### config.mk
export PLATFORM = sky130hd
export DESIGN_NAME = mmio_serial_port
export DESIGN_NICKNAME = d
export VERILOG_FILES = /design/src/rtl/mmio_serial_pkg.sv /design/src/rtl/mmio_serial_baud.sv /design/src/rtl/mmio_serial_fifo.sv /design/src/rtl/mmio_serial_tx.sv /design/src/rtl/mmio_serial_rx.sv /design/src/rtl/mmio_serial_port.sv
export SDC_FILE = /design/constraint.sdc
export NUM_CORES = 1
export LEC_CHECK = 0
export BUFFER_PORTS_ARGS = -buffer_cell sky130_fd_sc_hd__buf_2
export CORE_ASPECT_RATIO = 2
export CORE_UTILIZATION = 40
export CTS_CLUSTER_DIAMETER = 30
export DETAILED_ROUTE_END_ITERATION = 10
export PLACE_DENSITY = 0.55
export RECOVER_POWER = 100
export REMOVE_ABC_BUFFERS = 1
export SYNTH_ARGS = -nofsm -noshare
export SYNTH_HDL_FRONTEND = slang
export SYNTH_SLANG_ARGS = --single-unit
### constraint.sdc
create_clock -name clk_i -period 3.05 [get_ports clk_i]
set_input_delay 0.1525 -clock clk_i [delete_from_list [all_inputs] [get_ports clk_i]]
set_output_delay 0.1525 -clock clk_i [all_outputs]
set_load 0.01 [all_outputs]
### src/rtl/mmio_serial_pkg.sv
package mmio_serial_pkg;
  localparam int DIV_W   = 10;
  localparam int CODE_W  = 3;
  localparam int BYTE_W  = 8;
  localparam int FRAME_N = 10;

  typedef enum logic [1:0] {RX_IDLE, RX_START, RX_DATA, RX_STOP} rx_state_e;

  // log2 of the coarse ratio for each prescaler code
  function automatic logic [3:0] presc_shift(input logic [CODE_W-1:0] code);
    case (code)
      3'd0:    presc_shift = 4'd1;
      3'd1:    presc_shift = 4'd2;
      3'd2:    presc_shift = 4'd3;
      3'd3:    presc_shift = 4'd6;
      3'd4:    presc_shift = 4'd7;
      3'd5:    presc_shift = 4'd10;
      3'd6:    presc_shift = 4'd11;
      default: presc_shift = 4'd12;
    endcase
  endfunction
endpackage

### src/rtl/mmio_serial_baud.sv
module mmio_serial_baud
  import mmio_serial_pkg::*;
(
  input  logic              clk_i,
  input  logic              rst_ni,
  input  logic              run_i,
  input  logic [CODE_W-1:0] code_i,
  input  logic [DIV_W-1:0]  div_i,
  output logic              tick_o,
  output logic              mid_o
);
  localparam int CNT_W = DIV_W + 13;

  logic [CNT_W-1:0] cnt_q, cnt_d, period;

  assign period = (CNT_W'(div_i) + CNT_W'(1)) << presc_shift(code_i);
  assign tick_o = run_i && (cnt_q == period - CNT_W'(1));
  assign mid_o  = run_i && (cnt_q == (period >> 1));

  always_comb begin
    if (!run_i || tick_o) cnt_d = '0;
    else                  cnt_d = cnt_q + CNT_W'(1);
  end

  always_ff @(posedge clk_i or negedge rst_ni) begin
    if (!rst_ni) cnt_q <= '0;
    else         cnt_q <= cnt_d;
  end
endmodule

### src/rtl/mmio_serial_fifo.sv
module mmio_serial_fifo #(
  parameter int W     = 8,
  parameter int DEPTH = 4
) (
  input  logic         clk_i,
  input  logic         rst_ni,
  input  logic         clr_i,
  input  logic         push_i,
  input  logic [W-1:0] wdata_i,
  input  logic         pop_i,
  output logic [W-1:0] rdata_o,
  output logic         empty_o,
  output logic         half_o,
  output logic         full_o
);
  localparam int AW = $clog2(DEPTH);

  logic [W-1:0] mem_q [DEPTH];
  logic [AW:0]  wptr_q, wptr_d, rptr_q, rptr_d, count;
  logic         do_push, do_pop;

  assign count   = wptr_q - rptr_q;
  assign full_o  = (count == (AW+1)'(DEPTH));
  assign empty_o = (count == '0);
  assign half_o  = (count >= (AW+1)'(DEPTH / 2));
  assign rdata_o = mem_q[rptr_q[AW-1:0]];
  assign do_push = push_i && !full_o;
  assign do_pop  = pop_i && !empty_o;

  always_comb begin
    wptr_d = wptr_q;
    rptr_d = rptr_q;
    if (clr_i) begin
      wptr_d = '0;
      rptr_d = '0;
    end else begin
      if (do_push) wptr_d = wptr_q + 1'b1;
      if (do_pop)  rptr_d = rptr_q + 1'b1;
    end
  end

  always_ff @(posedge clk_i or negedge rst_ni) begin
    if (!rst_ni) begin
      wptr_q <= '0;
      rptr_q <= '0;
    end else begin
      wptr_q <= wptr_d;
      rptr_q <= rptr_d;
    end
  end

  always_ff @(posedge clk_i) begin
    if (do_push && !clr_i) mem_q[wptr_q[AW-1:0]] <= wdata_i;
  end

  AST_FIFO_PUSH_FILLS: assert property (@(posedge clk_i) disable iff (!rst_ni)
    (push_i && !full_o && !clr_i) |=> !empty_o);
endmodule

### src/rtl/mmio_serial_tx.sv
module mmio_serial_tx
  import mmio_serial_pkg::*;
(
  input  logic              clk_i,
  input  logic              rst_ni,
  input  logic              en_i,
  input  logic              load_i,
  input  logic [BYTE_W-1:0] data_i,
  input  logic [CODE_W-1:0] code_i,
  input  logic [DIV_W-1:0]  div_i,
  output logic              txd_o,
  output logic              busy_o,
  output logic              done_o
);
  logic                 busy_q, busy_d, tick, mid_unused;
  logic [FRAME_N-1:0]   sh_q, sh_d;
  logic [3:0]           n_q, n_d;

  mmio_serial_baud u_baud (
    .clk_i (clk_i), .rst_ni (rst_ni), .run_i (busy_q && en_i),
    .code_i(code_i), .div_i (div_i), .tick_o(tick), .mid_o (mid_unused)
  );

  assign txd_o  = busy_q ? sh_q[0] : 1'b1;
  assign busy_o = busy_q;
  assign done_o = busy_q && tick && (n_q == 4'(FRAME_N - 1));

  always_comb begin
    busy_d = busy_q;
    sh_d   = sh_q;
    n_d    = n_q;
    if (!en_i) begin
      busy_d = 1'b0;
    end else if (!busy_q) begin
      if (load_i) begin
        busy_d = 1'b1;
        sh_d   = {1'b1, data_i, 1'b0};
        n_d    = '0;
      end
    end else if (tick) begin
      if (n_q == 4'(FRAME_N - 1)) begin
        busy_d = 1'b0;
      end else begin
        sh_d = {1'b1, sh_q[FRAME_N-1:1]};
        n_d  = n_q + 4'd1;
      end
    end
  end

  always_ff @(posedge clk_i or negedge rst_ni) begin
    if (!rst_ni) begin
      busy_q <= 1'b0;
      sh_q   <= '1;
      n_q    <= '0;
    end else begin
      busy_q <= busy_d;
      sh_q   <= sh_d;
      n_q    <= n_d;
    end
  end

  AST_TX_START_LOW: assert property (@(posedge clk_i) disable iff (!rst_ni)
    (load_i && en_i && !busy_q) |=> !txd_o);
endmodule

### src/rtl/mmio_serial_rx.sv
module mmio_serial_rx
  import mmio_serial_pkg::*;
(
  input  logic              clk_i,
  input  logic              rst_ni,
  input  logic              en_i,
  input  logic              rxd_i,
  input  logic [CODE_W-1:0] code_i,
  input  logic [DIV_W-1:0]  div_i,
  output logic              push_o,
  output logic [BYTE_W-1:0] byte_o
);
  rx_state_e          st_q, st_d;
  logic               rx_m_q, rx_s_q, mid, tick_unused;
  logic [BYTE_W-1:0]  sh_q, sh_d;
  logic [2:0]         n_q, n_d;

  mmio_serial_baud u_baud (
    .clk_i (clk_i), .rst_ni (rst_ni), .run_i (st_q != RX_IDLE),
    .code_i(code_i), .div_i (div_i), .tick_o(tick_unused), .mid_o (mid)
  );

  assign byte_o = sh_q;

  always_comb begin
    st_d   = st_q;
    sh_d   = sh_q;
    n_d    = n_q;
    push_o = 1'b0;
    if (!en_i) begin
      st_d = RX_IDLE;
    end else begin
      case (st_q)
        RX_IDLE:  if (!rx_s_q) st_d = RX_START;
        RX_START: if (mid) begin
                    st_d = rx_s_q ? RX_IDLE : RX_DATA;
                    n_d  = '0;
                  end
        RX_DATA:  if (mid) begin
                    sh_d = {rx_s_q, sh_q[BYTE_W-1:1]};
                    n_d  = n_q + 3'd1;
                    if (n_q == 3'd7) st_d = RX_STOP;
                  end
        default:  if (mid) begin
                    push_o = rx_s_q;
                    st_d   = RX_IDLE;
                  end
      endcase
    end
  end

  always_ff @(posedge clk_i or negedge rst_ni) begin
    if (!rst_ni) begin
      rx_m_q <= 1'b1;
      rx_s_q <= 1'b1;
      st_q   <= RX_IDLE;
      sh_q   <= '0;
      n_q    <= '0;
    end else begin
      rx_m_q <= rxd_i;
      rx_s_q <= rx_m_q;
      st_q   <= st_d;
      sh_q   <= sh_d;
      n_q    <= n_d;
    end
  end

  AST_RX_NO_PUSH_OFF: assert property (@(posedge clk_i) disable iff (!rst_ni)
    !en_i |=> !push_o);
endmodule

### src/rtl/mmio_serial_port.sv
module mmio_serial_port
  import mmio_serial_pkg::*;
#(
  parameter int FIFO_DEPTH = 4
) (
  input  logic        clk_i,
  input  logic        rst_ni,
  input  logic        bus_sel_i,
  input  logic        bus_we_i,
  input  logic [2:0]  bus_addr_i,
  input  logic [31:0] bus_wdata_i,
  output logic [31:0] bus_rdata_o,
  output logic        ser_txd_o,
  input  logic        ser_rxd_i,
  input  logic        cts_ni,
  output logic        rts_no,
  output logic        irq_tx_o,
  output logic        irq_rx_o
);
  logic [1:0]        rs_q;
  logic              rst_n;
  logic              en_q, en_d, sim_q, sim_d, fc_q, fc_d, ovr_q, ovr_d;
  logic              irq_tx_q, irq_tx_d;
  logic [CODE_W-1:0] code_q, code_d;
  logic [DIV_W-1:0]  div_q, div_d;
  logic [4:0]        ien_q, ien_d;
  logic [1:0]        cts_q;
  logic              ctrl_wr, data_wr, data_rd, unused_wdata;
  logic              tx_empty, tx_half, tx_full, tx_busy, tx_done, tx_load;
  logic              rx_empty, rx_half, rx_full, rx_push;
  logic [BYTE_W-1:0] tx_byte, rx_byte, rx_head;
  logic [31:0]       ctrl_word, data_word;

  // reset: asserted asynchronously, released on the clock
  always_ff @(posedge clk_i or negedge rst_ni) begin
    if (!rst_ni) rs_q <= 2'b00;
    else         rs_q <= {rs_q[0], 1'b1};
  end
  assign rst_n = rs_q[1];

  assign ctrl_wr      = bus_sel_i && bus_we_i && (bus_addr_i == 3'h0);
  assign data_wr      = bus_sel_i && bus_we_i && (bus_addr_i == 3'h4) && en_q;
  assign data_rd      = bus_sel_i && !bus_we_i && (bus_addr_i == 3'h4);
  assign unused_wdata = ^{bus_wdata_i[31:27], bus_wdata_i[21:16]};
  assign tx_load      = en_q && !tx_busy && !tx_empty && !(fc_q && cts_q[1]);

  mmio_serial_fifo #(.W(BYTE_W), .DEPTH(FIFO_DEPTH)) u_txq (
    .clk_i(clk_i), .rst_ni(rst_n), .clr_i(!en_q), .push_i(data_wr),
    .wdata_i(bus_wdata_i[BYTE_W-1:0]), .pop_i(tx_load), .rdata_o(tx_byte),
    .empty_o(tx_empty), .half_o(tx_half), .full_o(tx_full)
  );

  mmio_serial_fifo #(.W(BYTE_W), .DEPTH(FIFO_DEPTH)) u_rxq (
    .clk_i(clk_i), .rst_ni(rst_n), .clr_i(!en_q), .push_i(rx_push),
    .wdata_i(rx_byte), .pop_i(data_rd), .rdata_o(rx_head),
    .empty_o(rx_empty), .half_o(rx_half), .full_o(rx_full)
  );

  mmio_serial_tx u_tx (
    .clk_i(clk_i), .rst_ni(rst_n), .en_i(en_q), .load_i(tx_load),
    .data_i(tx_byte), .code_i(code_q), .div_i(div_q),
    .txd_o(ser_txd_o), .busy_o(tx_busy), .done_o(tx_done)
  );

  mmio_serial_rx u_rx (
    .clk_i(clk_i), .rst_ni(rst_n), .en_i(en_q), .rxd_i(ser_rxd_i),
    .code_i(code_q), .div_i(div_q), .push_o(rx_push), .byte_o(rx_byte)
  );

  assign ctrl_word = {tx_busy || !tx_empty, ovr_q, 3'b000, ien_q,
                      tx_full, tx_half, !tx_empty, rx_full, rx_half, !rx_empty,
                      div_q, code_q, fc_q, sim_q, en_q};
  assign data_word = rx_empty ? 32'h0 : {15'h0, 1'b1, 8'h0, rx_head};

  always_comb begin
    case (bus_addr_i)
      3'h0:    bus_rdata_o = ctrl_word;
      3'h4:    bus_rdata_o = data_word;
      default: bus_rdata_o = 32'h0;
    endcase
  end

  assign rts_no   = fc_q && rx_full;
  assign irq_rx_o = en_q && ((ien_q[0] && !rx_empty) || (ien_q[1] && rx_half) ||
                             (ien_q[2] && rx_full));
  assign irq_tx_o = irq_tx_q;

  always_comb begin
    en_d   = en_q;
    sim_d  = sim_q;
    fc_d   = fc_q;
    code_d = code_q;
    div_d  = div_q;
    ien_d  = ien_q;
    if (ctrl_wr) begin
      en_d   = bus_wdata_i[0];
      sim_d  = bus_wdata_i[1];
      fc_d   = bus_wdata_i[2];
      code_d = bus_wdata_i[5:3];
      div_d  = bus_wdata_i[15:6];
      ien_d  = bus_wdata_i[26:22];
    end
    ovr_d    = ctrl_wr ? 1'b0 : (ovr_q || (rx_push && rx_full));
    irq_tx_d = tx_done && ((ien_q[3] && tx_empty) || (ien_q[4] && !tx_half));
  end

  always_ff @(posedge clk_i or negedge rst_n) begin
    if (!rst_n) begin
      en_q     <= 1'b0;
      sim_q    <= 1'b0;
      fc_q     <= 1'b0;
      code_q   <= '0;
      div_q    <= '0;
      ien_q    <= '0;
      ovr_q    <= 1'b0;
      irq_tx_q <= 1'b0;
      cts_q    <= 2'b11;
    end else begin
      en_q     <= en_d;
      sim_q    <= sim_d;
      fc_q     <= fc_d;
      code_q   <= code_d;
      div_q    <= div_d;
      ien_q    <= ien_d;
      ovr_q    <= ovr_d;
      irq_tx_q <= irq_tx_d;
      cts_q    <= {cts_q[0], cts_ni};
    end
  end

  AST_OVERRUN_SETS: assert property (@(posedge clk_i) disable iff (!rst_n)
    (rx_push && rx_full && !ctrl_wr) |=> ovr_q);
  AST_CTS_HOLDS: assert property (@(posedge clk_i) disable iff (!rst_n)
    (fc_q && cts_q[1] && !tx_busy) |=> !tx_busy);
  AST_TX_IRQ_PULSE: assert property (@(posedge clk_i) disable iff (!rst_n)
    irq_tx_o |=> !irq_tx_o);
  AST_OFF_IDLE_HIGH: assert property (@(posedge clk_i) disable iff (!rst_n)
    !en_q |=> ser_txd_o);
endmodule

==> reports/metrics.cfg <==
[worst_setup_path]
critPathLaunchType=flop
critPathCaptureType=flop
cp_data_arrival_time_ns=4.54
crit_chain=nand4_4 > buf_4 > or3_1 > nand2_1 > buf_4 > o22ai_1 > o31a_1 > and4b_2 > buf_4 > xnor2_1 > o22a_1 > a2111o_1 > nor4b_4 > buf_6 > a21oi_4 > mux2_4
r2r_start=div_q[3]
required_ns=3.43
cpPeakStageDelay_ns=0.46
critPathLaunch=div_q[3]
crit_fanout=7
reg2reg_depth=16
criticalPathCategory=reg -> reg
cp_common_cell=buf_4
cpMaxStageDelayCell=a2111o_1

[placement]
place_ws_ns=-1.39
routabilityCongestion=0.981
port_buffers=62
dp_hpwl_um=32700

[drt]
drtPass1Iterations=5
first_iter_violations=528
via_per_inst=5.53
wire_per_inst_um=22.9
vias=10213
drc=0
wl_um=42400
ant_nets=0

[global_route]
grt_antenna_before_repair=0
grt_pass1_vias=10667
grt_max_degree=59
grt_pass1_wl_um=63100
grtUsageTotal_pct=30.6
grt.overflow.total=0

[die]
fp.dieArea_um2=28800
start_util_pct=40.8
fp-row-count=86
coreArea_um2=27500
fp.dieH_um=239
io_pins=77
fp.dieW_um=121

[sta]
slew_violations=42
min_period_ns=4.16
hold_violations=0
fmax_ghz=0.240
min_period_over_period_pct=137
slew_headroom_pct=-14.8
finalSetupViolCount=109
layout_setup_ws_ns=-1.11
fin_hold_ws_ns=0.207
totalNegativeSetupSlack_ns=-103.48
tightestPinTransition_ns=1.72
fin_skew_ns=0.0153
rsz0062_at_grt=true

[min_path]
hold_start=bus_we_i
min_path_cells=4
holdCritPathClass=in -> reg

[synth]
yosys.area_share.simple_pct=20.2
synth_top_cell_area_share_pct=22.5
synth-edff-count=64
netlist_area_um2=11300
ys_seq_area_share_pct=42.6
synth_top_family_by_area=simple AND/OR/NAND/NOR gates
synth-async-reset-ratio_pct=64.0
synth_area_per_cell_um2=10.2
synth_ff_type=dfrtp_1
synthAdderAreaFrac_pct=3.02
synth_compound_area_share_pct=12.1
synthCells=1106
muxShareOfSynthArea_pct=7.98
synth_warnings=0
synth-xor-area-share_pct=10.4
ys_types=94
synth_top_area_cell=dfrtp_1
ys_ff_latch=178
synth_area_leaders=dfrtp_1 22%, edfxtp_1 17%, xnor2_1 6.2%, xor2_1 4.0%, nor2_1 3.8%

[power_and_ir_drop]
pwr-share-clk_pct=18.9
power_density_nw_per_um2=729
p_sw_share_pct=39.9
combPwrFrac_pct=56.3
p_int_uw=7000
p_seq_share_pct=24.8
cellLeakagePower_uw=0.00670
irDropWorstVdd_uv=635
total_power_uw=11600
p_sw_uw=4640

[run]
maxCapViolations=1

[clock_tree]
clkSlewWorstSetupHoldPaths_ns=0.08
htreeDepth=4
cts_sinks=178
root_buffer=clkbuf_16
cts_tree=done
clock_path_buffers=2
cts-buffers-inserted=17
clkLatencyLatePin_ns=0.45

[layout]
utilization_pct=57.9
antenna_cells=0
nNetsFinal=1550
final_layout_size_suffix_gt1_share_pct=39.6
area_growth_pct=41.8

[outcome]
violations=capacitance limit, slew limit, setup timing
status=complete, but fails checks

[layout make-up]
cell class / instances / area (um^2)
Clock buffer: 18 / 429
Multi-Input combinational cell: 831 / 6760
Inverter: 36 / 135
Fill cell: 2469 / 11600
Timing Repair Buffer: 419 / 3240
Clock inverter: 14 / 161
Sequential cell: 178 / 4790
Tap cell: 352 / 440
[logic make-up (layout without fill, tap and decap cells)]
kind of cell             count (synthesis)  after routing
AND/OR/NAND/NOR                        428            428
flip-flops                             178            178
AO/OA/AOI/OAI                          175            175
XOR/XNOR                               132            132
buffers and inverters                  100            487
multiplexers                            65             65
adder cells (fa/ha/maj)                 26             26
other                                    2              5
[cell usage after synthesis (all sizes together), types with 27 or more instances]
cell and count:
a21oi 35, and2 29, buf 27, clkbuf 37, dfrtp 101, edfxtp 64, inv 35, mux2 38
nand2 88, nand3 49, nor2 115, o21ai 32, xnor2 80, xor2 51
[stage by stage]
stage	std cells	instance area (um^2)
after global routing	1848	16000
after floorplan	1045	11000
after detailed placement	1744	14000
after CTS	1825	15600
final	1848	16000
after global placement	1744	14000
[layer usage]
layer  track usage, %  share of wire, %
met2             58.4                56
met5                0                 0
met1             27.6                32
met3             4.33               3.1
met4             25.6               8.9
[state kept, by name, indices dropped and copies added, names as in the netlist, 4 cells and up]
signal / cells
u_tx.n_q: 4
div_q: 10
u_txq.mem_q: 32
u_tx.u_baud.cnt_q: 23
u_tx.sh_q: 9
u_rx.byte_o: 8
ien_q: 5
u_rx.u_baud.cnt_q: 23
u_rxq.mem_q: 32
[power by group through the flow]
stage               Clock (uW)  Combinational, uW  Sequential (uW)
floorplan                    0               2480             3020
global placement             0               5300             2920
detailed placement           0               5310             2920
CTS                       2250               6030             2880
global route              2330               6910             2910
finish                    2200               6560             2890
[worst paths after layout]
path	end	slack [ns]
hold reg to reg	rs_q[1]	0.36
setup / recovery	u_tx.sh_q[4]	-1.11
hold / removal	ien_q[2]	0.21
setup reg to reg	u_tx.sh_q[4]	-1.11
min in group asynchronous	rs_q[0]	0.55
max in group asynchronous	u_tx.u_baud.cnt_q[10]	0.54
[cells in the final DEF (no fill, tap or decap), types with 9 or more instances in the layout]
cell | synthesis | final
a32o_1 | 10 | 10
and3_1 | 19 | 17
edfxtp_1 | 64 | 64
nand4_1 | 20 | 20
inv_1 | 35 | 35
clkbuf_16 | 0 | 17
xor2_1 | 51 | 48
and2_1 | 28 | 12
o21ai_0 | 27 | 23
or3_1 | 14 | 10
mux2_2 | 38 | 36
a21oi_1 | 34 | 32
nor2_4 | 0 | 18
buf_6 | 0 | 28
nor2b_1 | 11 | 9
nand2_1 | 87 | 84
buf_2 | 17 | 42
dfstp_2 | 13 | 13
nor3_1 | 17 | 15
buf_4 | 4 | 282
nand2b_1 | 19 | 16
ha_1 | 24 | 23
mux4_2 | 16 | 16
dfrtp_1 | 101 | 98
dlygate4sd3_1 | 0 | 25
clkbuf_1 | 36 | 32
xnor2_1 | 80 | 71
and2_0 | 1 | 10
mux2i_1 | 11 | 11
nor2_1 | 115 | 90
nand3_1 | 49 | 41
[critical path: cells and delay by family, from the launching register on]
kind / cells / cell delay, ns
flip-flops: 1 / 0.43
multiplexers: 1 / 0.33
AO/OA/AOI/OAI: 5 / 1.26
buffers and inverters: 4 / 0.69
AND/OR/NAND/NOR: 5 / 1.27
XOR/XNOR: 1 / 0.11
[repair_timing]
item,in CTS,in global routing
cloned,4,0
hold endpoints to repair,51,0
endpoints found under the setup margin,108,108
pin swaps,42,51
hold buffers,25,0
setup buffers,24,25
gates resized for setup,115,72
No activity file was read; power rests on OpenSTA's default activity.
